[src/rtl/extint_pkg.sv]
package extint_pkg;

  localparam int SENSE_W = 2;

  typedef enum logic [SENSE_W-1:0] {
    SENSE_LOW  = 2'b00,
    SENSE_ANY  = 2'b01,
    SENSE_FALL = 2'b10,
    SENSE_RISE = 2'b11
  } senseMode_e;

  // strobes from the control to the datapath
  typedef struct packed {
    logic flagSet;    // qualified edge: set the sticky flag
    logic flagClear;  // acknowledge or mode change: clear it
    logic levelSel;   // low-level mode: request follows the pin
  } ctrlStrobe_t;

endpackage

[src/rtl/extint_edge_path.sv]
module extint_edge_path
  import extint_pkg::*;
#(
  parameter int SYNC_STAGES = 2,
  parameter bit IDLE_LEVEL  = 1'b1
) (
  input  logic        clk,
  input  logic        rstN,
  input  logic        pinRaw,
  input  ctrlStrobe_t strobe,
  output logic        riseSeen,
  output logic        fallSeen,
  output logic        reqFlag
);

  localparam int TOP_IDX = SYNC_STAGES - 1;

  logic [TOP_IDX:0] syncQ;
  logic             pinSync;
  logic             prevQ;
  logic             flagQ;

  // metastability chain, pin enters at bit 0
  generate
    if (SYNC_STAGES == 1) begin : g_single
      always_ff @(posedge clk or negedge rstN) begin
        if (!rstN) syncQ <= IDLE_LEVEL;
        else       syncQ <= pinRaw;
      end
    end else begin : g_chain
      always_ff @(posedge clk or negedge rstN) begin
        if (!rstN) syncQ <= {SYNC_STAGES{IDLE_LEVEL}};
        else       syncQ <= {syncQ[TOP_IDX-1:0], pinRaw};
      end
    end
  endgenerate

  assign pinSync = syncQ[TOP_IDX];

  // history stage, always re-primed from the current sample
  always_ff @(posedge clk or negedge rstN) begin
    if (!rstN) prevQ <= IDLE_LEVEL;
    else       prevQ <= pinSync;
  end

  assign riseSeen = pinSync & ~prevQ;
  assign fallSeen = ~pinSync & prevQ;

  // sticky flag, a set beats a clear
  always_ff @(posedge clk or negedge rstN) begin
    if (!rstN)                 flagQ <= 1'b0;
    else if (strobe.flagSet)   flagQ <= 1'b1;
    else if (strobe.flagClear) flagQ <= 1'b0;
  end

  assign reqFlag = strobe.levelSel ? ~pinSync : flagQ;

endmodule

[src/rtl/extint_sense_ctrl.sv]
module extint_sense_ctrl
  import extint_pkg::*;
(
  input  logic               clk,
  input  logic               rstN,
  input  logic [SENSE_W-1:0] senseSel,
  input  logic               ackIn,
  input  logic               riseSeen,
  input  logic               fallSeen,
  output ctrlStrobe_t        strobe
);

  senseMode_e modeNow;
  senseMode_e modeQ;
  logic       modeChange;
  logic       edgeHit;

  assign modeNow = senseMode_e'(senseSel);

  always_ff @(posedge clk or negedge rstN) begin
    if (!rstN) modeQ <= SENSE_LOW;
    else       modeQ <= modeNow;
  end

  assign modeChange = (modeNow != modeQ);

  always_comb begin
    unique case (modeNow)
      SENSE_ANY:  edgeHit = riseSeen | fallSeen;
      SENSE_FALL: edgeHit = fallSeen;
      SENSE_RISE: edgeHit = riseSeen;
      default:    edgeHit = 1'b0;
    endcase
  end

  // an edge seen during a mode switch is dropped
  always_comb begin
    strobe.flagSet   = edgeHit & ~modeChange;
    strobe.flagClear = modeChange | ackIn;
    strobe.levelSel  = (modeNow == SENSE_LOW);
  end

endmodule

[src/rtl/extint_sense_top.sv]
module extint_sense_top
  import extint_pkg::*;
#(
  parameter int SYNC_STAGES = 2,
  parameter bit IDLE_LEVEL  = 1'b1
) (
  input  logic       clk,
  input  logic       rstN,
  input  logic       pinIn,
  input  logic [1:0] senseSel,
  input  logic       srcMask,
  input  logic       globalIntEn,
  input  logic       intAck,
  output logic       reqFlag,
  output logic       intReq
);

  ctrlStrobe_t strobe;
  logic        riseSeen;
  logic        fallSeen;

  extint_sense_ctrl i_ctrl (
    .clk      (clk),
    .rstN     (rstN),
    .senseSel (senseSel),
    .ackIn    (intAck),
    .riseSeen (riseSeen),
    .fallSeen (fallSeen),
    .strobe   (strobe)
  );

  extint_edge_path #(
    .SYNC_STAGES (SYNC_STAGES),
    .IDLE_LEVEL  (IDLE_LEVEL)
  ) i_path (
    .clk      (clk),
    .rstN     (rstN),
    .pinRaw   (pinIn),
    .strobe   (strobe),
    .riseSeen (riseSeen),
    .fallSeen (fallSeen),
    .reqFlag  (reqFlag)
  );

  assign intReq = reqFlag & srcMask & globalIntEn;

endmodule

[config.mk]
export PLATFORM = sky130hd
export DESIGN_NAME = extint_sense_top
export DESIGN_NICKNAME = d
export VERILOG_FILES = /design/src/rtl/extint_pkg.sv /design/src/rtl/extint_edge_path.sv /design/src/rtl/extint_sense_ctrl.sv /design/src/rtl/extint_sense_top.sv
export SDC_FILE = /design/constraint.sdc
export NUM_CORES = 1
export LEC_CHECK = 0
export BUFFER_PORTS_ARGS = -buffer_cell sky130_fd_sc_hd__buf_2
export CAP_MARGIN = 20
export CORE_AREA = 2 2 39 41
export DETAILED_ROUTE_END_ITERATION = 10
export DIE_AREA = 0 0 41 43
export SETUP_SLACK_MARGIN = 0.02
export SYNTH_ARGS = -nofsm -noshare
export SYNTH_HDL_FRONTEND = slang
export SYNTH_HIERARCHICAL = 1
export SYNTH_SLANG_ARGS = --single-unit
[constraint.sdc]
create_clock -name clk -period 1.34 [get_ports clk]
set_input_delay 0 -clock clk [delete_from_list [all_inputs] [get_ports clk]]
set_output_delay 0 -clock clk [all_outputs]
set_load 0.02 [all_outputs]
==> results.py, run 1 <==
metrics = {
    "global_routing": {
        "use_met3": 0.0366,
        "top_usage_layer": "met2",
        "grt_overflow_total": 0,
        "met1_usage": 0.0858,
        "antenna_found_initial": 0,
        "grt_pass1_wl_um": 876,
        "grt_start_max_net_pins": 7,
        "grt_use_total": 0.0810,
        "grt.met2_usage": 0.109,
        "grt_pass1_vias": 238,
    },
    "timing": {
        "final-hold-violation-count": 0,
        "slew_headroom": 0.867,
        "drv_slew": 0,
        "fin_skew_ns": 0.00396,
        "fmax_mhz": 809,
        "max_slew.worst_pin.slew_ns": 0.199,
        "setup_viol": 0,
        "period_share": 0.922,
        "layout_min_cycle_time_ns": 1.24,
        "rsz0062_at_grt": "false",
        "tns_ns": 0,
    },
    "route": {
        "detail-route-antenna-nets": 0,
        "firstDrtPassIters": 2,
        "routed_wl_um": 540,
        "drtIter0Drc": 1,
        "dr_total_vias": 221,
        "wl_per_cell_um": 9.82,
        "vias_per_cell": 4.02,
        "drc_errors": 0,
    },
    "layout": {
        "drive_gt1_frac": 0.462,
        "diodes": 0,
        "fin_area_sq_um": 388,
        "fin_nets": 48,
        "area_delta_synth_final_pct": 54.2,
        "fillers": 143,
    },
    "synth": {
        "synthSimpleGateAreaFrac": 0.189,
        "synth.largest_area_cell": "dfstp_2",
        "syn-mean-instance-area_sq_um": 11.4,
        "synth_nets": 30,
        "synthDistinctLibCells": 17,
        "synth_cells": 22,
        "synth_xor_area_frac": 0,
        "yosysTopAreaCellShare": 0.313,
        "ys_seq_area_frac": 0.612,
        "synth_top_family_by_area": "simple AND/OR/NAND/NOR gates",
        "ys_ff_latch": 6,
        "synth_warnings": 6,
        "synth_area_leaders": "dfstp_2, dfrtp_1, mux2i_1",
        "synth_mux_area_frac": 0.0398,
        "synth_fa_ha_area_frac": 0,
        "synth_compound_area_frac": 0.144,
        "syn_area_sq_um": 251,
    },
    "setup_path": {
        "worst-path-max-fanout": 2,
        "crit_required_ns": 1.47,
        "startpoint_type": "flop",
        "worstSetupPathType": "flop to flop",
        "worst_r2r_startpoint": "i_path/prevQ$_DFF_PN1_",
        "ff2ff_path_depth": 4,
        "crit_path_end_kind": "flop",
        "cp.arrival_ns": 1.36,
        "r2r_end": "i_path/flagQ$_DFFE_PN0P_",
        "r2r_slack_ns": 0.10,
    },
    "hold_path": {
        "hold-path-endpoint": "i_path/flagQ$_DFFE_PN0P_",
        "hold_path_depth": 4,
        "hold_start": "intAck",
        "worst_hold_path_type": "primary input to flop",
    },
    "floorplanning": {
        "num_rows": 14,
        "die_area_sq_mm": 0.00176,
        "top_level_ports": 10,
        "start_util": 0.182,
        "dieWidth_um": 41,
        "die_h_um": 43,
        "core-area_sq_mm": 0.00138,
    },
    "power_and_ir_drop": {
        "swShare": 0.227,
        "p_int_uw": 335,
        "p_comb_frac": 0.121,
        "leakage_uw": 0.000176,
        "pwr-share-clk": 0.423,
        "cellPowerDensity_mw_per_mm2": 1120,
        "irDropWorstVdd_mv": 0.448,
        "p_seq_frac": 0.457,
        "power_switching_uw": 98.7,
    },
    "clock_network": {
        "cts_setup_buffers": 0,
        "htree_num_levels": 1,
        "worstSkewPairLatency_ns": 0.25,
        "root_buffer": "clkbuf_4",
        "cts.sinks": 6,
        "cts_buffer_depth": 2,
        "cts_tree": "yes",
        "path_clk_slew_ns": 0.05,
        "cts_buffers": 3,
    },
    "placement": {
        "numPortBuffers": 9,
        "postPlaceCellArea_sq_um": 317,
        "routabilityCongestion": 0.690,
    },
    "flow_run": {
        "cap_violations": 0,
    },
    "outcome": {
        "status": "complete, no violations",
    },
}
cells in the final DEF, fill, tap and decap left out, types with 2 or more instances in the layout:
| cell type | n |
|---|---|
| buf_2 | 9 |
| clkbuf_4 | 3 |
| dfstp_2 | 3 |
| o21ai_1 | 2 |
| dfrtp_1 | 3 |
| dlygate4sd3_1 | 4 |
| nor2_1 | 2 |
worst max-delay path, cell delays in order (launching register included):
cell and delay [ns]:
dfstp_2 0.51, and2b_2 0.22, a22oi_2 0.15, o22ai_1 0.09
o21bai_1 0.15
flip-flops by register name (all words and copies together), names as in the netlist:
signal,cells
i_ctrl/modeQ,2
i_path/flagQ,1
i_path/prevQ,1
i_path/syncQ,2
stage by stage:
stage                     cells  power, uW   util  setup slack, ns  hold WS [ns]
after floorplan              22        221      -            0.138        -0.296
after global placement       47        241  0.229            0.109        -0.172
after detailed placement     47        242  0.229           0.0907        -0.171
after CTS                    55        445  0.277           0.0852        0.0322
after global routing         55        464  0.280           0.0564        0.0729
final                        55        434  0.280            0.105        0.0576
cell type report:
cell class / count / area [sq um] / share of cell area
clock buffers: 4 / 26.3 / 0.0677
repair buffers: 13 / 85.1 / 0.219
flip-flops and latches: 6 / 154 / 0.397
well taps: 16 / 20.0 / 0.0516
inverters: 1 / 3.75 / 0.00968
multi-input cells: 15 / 98.8 / 0.255
kinds of logic (layout without fill, tap and decap cells):
group	Yosys count	after routing
flops	6	6
buf+inv	1	18
compound gates	6	6
mux	1	1
simple gates	8	8
worst max path at each step:
stage	from	to	slack, ns	depth (start not counted)
6_report	i_path/prevQ$_DFF_PN1_	i_path/flagQ$_DFFE_PN0P_	0.10	4
5_1_grt	i_path/prevQ$_DFF_PN1_	i_path/flagQ$_DFFE_PN0P_	0.06	4
4_1_cts	i_path/prevQ$_DFF_PN1_	i_path/flagQ$_DFFE_PN0P_	0.09	4
3_5_place_dp	i_path/prevQ$_DFF_PN1_	i_path/flagQ$_DFFE_PN0P_	0.09	4
3_3_place_gp	i_path/prevQ$_DFF_PN1_	i_path/flagQ$_DFFE_PN0P_	0.11	4
2_1_floorplan	i_path/prevQ$_DFF_PN1_	i_path/flagQ$_DFFE_PN0P_	0.14	4
power by group through the flow:
stage | logic [uW] | clock network (uW) | registers, uW
finish | 52.4 | 184 | 198
global placement | 41.0 | 0 | 200
global route | 58.3 | 206 | 199
detailed placement | 41.2 | 0 | 201
CTS | 50.4 | 196 | 198
floorplan | 21.6 | 0 | 200
what timing repair did:
| item | CTS | global route |
|---|---|---|
| endpoints found under the hold margin | 9 | 0 |
| resized for setup | 0 | 2 |
| hold buffers | 4 | 0 |
| setup endpoints to repair | 0 | 1 |
routing by layer:
layer / routed length [um] / up-vias
li1: - / 109
met1: 199 / 103
met2: 289 / 9
met3: 52 / 0
met4: 0 / 0
met5: 0 / -
synth_stat cells, drive strengths merged:
cell type	n
and2	1
o21ai	2
mux2i	1
o21bai	1
and3	1
nand2	1
dfrtp	3
a22oi	1
o22ai	1
inv	1
a21oi	1
nor2b	1
or2	1
nor2	2
and2b	1
dfstp	3
No activity file was read; power rests on OpenSTA's default activity.
==> run 2, diff against run 1 <==
SYNTH_HIERARCHICAL = not set   (was 1)
==> run 2 against run 1 <==
Sequential share of layout area down 4.3 points; clock power is 2% lower; power grew 3.0%; synthesized cell count down 4.5%; worst hold slack got worse by 0.079 ns; highest routed layer unchanged; combinational power grew 31%; count of clock-buffer cells in the layout did not move; the run now ends with negative hold slack left; critical path type unchanged; worst setup slack got worse by 0.061 ns.
==> results.py, run 2 <==
metrics = {
    "outcome": {
        "status": "finished, violations left",
        "violations": "negative hold slack",
    },
    "synth": {
        "synth_ff_type": "dfstp_2",
        "synth_cells": 21,
        "synth_warnings": 0,
        "synth_commonest_cells": "dfrtp_1, dfstp_2",
        "ys_seq_area_frac": 0.583,
        "async_reset_ff_frac": 1.00,
        "synth_area_leaders": "dfstp_2, dfrtp_1, ha_1",
        "ys_ff_latch": 6,
        "synth.largest_area_cell": "dfstp_2",
        "syn_area_sq_um": 264,
        "syn-mean-instance-area_sq_um": 12.6,
        "synthDistinctLibCells": 13,
        "yosysTopAreaCellShare": 0.299,
        "synth_nets": 31,
        "synth_edf_count": 0,
    },
    "floorplanning": {
        "num_rows": 14,
        "top_level_ports": 10,
        "core-area_sq_mm": 0.00138,
        "start_util": 0.191,
        "dieWidth_um": 41,
        "die_h_um": 43,
        "die_area_sq_mm": 0.00176,
    },
    "timing": {
        "final-hold-violation-count": 1,
        "max_slew.worst_pin.slew_ns": 0.347,
        "fin_skew_ns": 0.00923,
        "period_share": 0.968,
        "drv_slew": 0,
        "rsz0062_at_grt": "true",
        "fmax_mhz": 771,
        "fin_hold_ws_ns": -0.0219,
        "setup_viol": 0,
        "layout_setup_ws_ns": 0.0431,
        "slew_headroom": 0.766,
        "layout_min_cycle_time_ns": 1.30,
    },
    "route": {
        "detail-route-antenna-nets": 0,
        "routed_wl_um": 491,
        "drc_errors": 0,
        "drtIter0Drc": 1,
        "vias_per_cell": 3.96,
        "dr_total_vias": 214,
        "firstDrtPassIters": 2,
        "wl_per_cell_um": 9.09,
    },
    "setup_path": {
        "cp.arrival_ns": 1.43,
        "worstSetupPathType": "flop to flop",
        "crit_path_end_kind": "flop",
        "crit_required_ns": 1.47,
        "worst-path-max-fanout": 2,
        "startpoint_type": "flop",
    },
    "placement": {
        "dp_hpwl_um": 346,
        "numPortBuffers": 9,
        "dp_slack_ns": -0.0171,
        "dp_cells": 47,
        "routabilityCongestion": 0.675,
        "postPlaceCellArea_sq_um": 337,
    },
    "global_routing": {
        "grt_pass1_vias": 211,
        "grt_start_max_net_pins": 8,
        "grt_overflow_total": 0,
        "grt_use_total": 0.0729,
        "use_met3": 0.0471,
        "grt.met2_usage": 0.0938,
        "met1_usage": 0.0891,
        "top_usage_layer": "met2",
        "grt_pass1_wl_um": 828,
        "antenna_found_initial": 0,
    },
    "layout": {
        "area_delta_synth_final_pct": 64.9,
        "drive_gt1_frac": 0.553,
        "fin_area_sq_um": 435,
        "fin_nets": 49,
        "mostFrequentLayoutCell": "buf_2",
        "layout_common_cells": "buf_2, clkbuf_4, dlygate4sd3_1, dfrtp_1, dfstp_2",
        "reg_top3": "i_ctrl.modeQ x2, i_path.syncQ x2",
        "fillers": 138,
        "stdcell_count": 54,
        "diodes": 0,
    },
    "clock_network": {
        "cts_buffers": 3,
        "htree_num_levels": 1,
        "root_buffer": "clkbuf_4",
        "worstSkewPairLatency_ns": 0.25,
        "cts_setup_buffers": 0,
        "cts_tree": "yes",
        "cts_buffer_depth": 2,
        "cts.sinks": 6,
        "postCtsHoldBufs": 3,
        "path_clk_slew_ns": 0.05,
    },
    "hold_path": {
        "worst_hold_path_type": "primary input to flop",
    },
    "power_and_ir_drop": {
        "cellPowerDensity_mw_per_mm2": 1030,
        "leakage_uw": 0.000206,
        "irDropWorstVdd_mv": 0.457,
    },
    "flow_run": {
        "cap_violations": 0,
    },
}
==> run 2: changes by cell type after synthesis, sizes merged, moves of 2 or more <==
cell	delta
nor2	-2
ha	+2
nand2b	+2
xor2	+2
==> run 2: worst paths after layout <==
path,from,endpoint,slack [ns],cells after the start
worst max register to register,i_path.prevQ$_DFF_PN1_,i_path.flagQ$_DFFE_PN0P_,0.04,5
max in group asynchronous,rstN,i_path.syncQ[1]$_DFF_PN1_,1.01,2
worst min register to register,i_path.syncQ[0]$_DFF_PN1_,i_path.syncQ[1]$_DFF_PN1_,0.35,0
worst max-delay path,i_path.prevQ$_DFF_PN1_,i_path.flagQ$_DFFE_PN0P_,0.04,5
worst min-delay path,senseSel[1],i_ctrl.modeQ[1]$_DFF_PN0_,-0.02,1
min in group asynchronous,rstN,i_ctrl.modeQ[1]$_DFF_PN0_,0.10,2
==> run 2: cell families after synthesis <==
logic type	count (synthesis)	synth area share
AO/OA/AOI/OAI	3	0.0806
XOR/XNOR	2	0.0664
adder cells (fa/ha/maj)	2	0.0948
buffers and inverters	2	0.0284
flip-flops	6	0.583
AND/OR/NAND/NOR	6	0.147
==> run 2: per-layer routing <==
metal	up-vias	wire, um
met4	0	0
met3	0	48
met5	-	0
met2	10	222
met1	98	221
li1	106	-
==> run 2: per-stage QoR <==
stage	hold slack, ns	power (uW)	utilization	setup TNS (ns)
floorplan	-0.296	223	-	0
global placement	-0.174	247	0.243	-0.0147
detailed placement	-0.169	249	0.243	-0.0171
CTS	-0.0425	451	0.302	0
global route	-0.0229	474	0.315	-0.0445
finish	-0.0219	447	0.315	0
==> run 2: cell type report <==
class / instances / area [sq um] / area share
tap: 16 / 20.0 / 0.0460
multi-input combinational: 13 / 143 / 0.328
clock buffer: 4 / 26.3 / 0.0603
timing repair buffer: 13 / 85.1 / 0.195
sequential: 6 / 154 / 0.353
inverter: 2 / 7.51 / 0.0172
==> run 2: where the power goes <==
part           internal, uW  switching [uW]  leakage, uW  total [uW]
clock                   113            66.9    0.0000150         180
combinational          35.7            33.1     0.000123        68.8
sequential              195            3.94    0.0000685         199
total                   343             104     0.000206         447
==> run 2: worst max-delay path, cell delays in order (launching register included) <==
cell	delay [ns]
dfstp_2	0.53
inv_2	0.04
ha_4	0.25
nand2b_1	0.06
a311oi_2	0.24
nor3_1	0.07
==> run 2: timing repair <==
item | in CTS | in global routing
cloned | 0 | 0
pin swaps | 3 | 1
endpoints found under the hold margin | 9 | 1
endpoints found under the setup margin | 2 | 2
gates resized for setup | 4 | 3
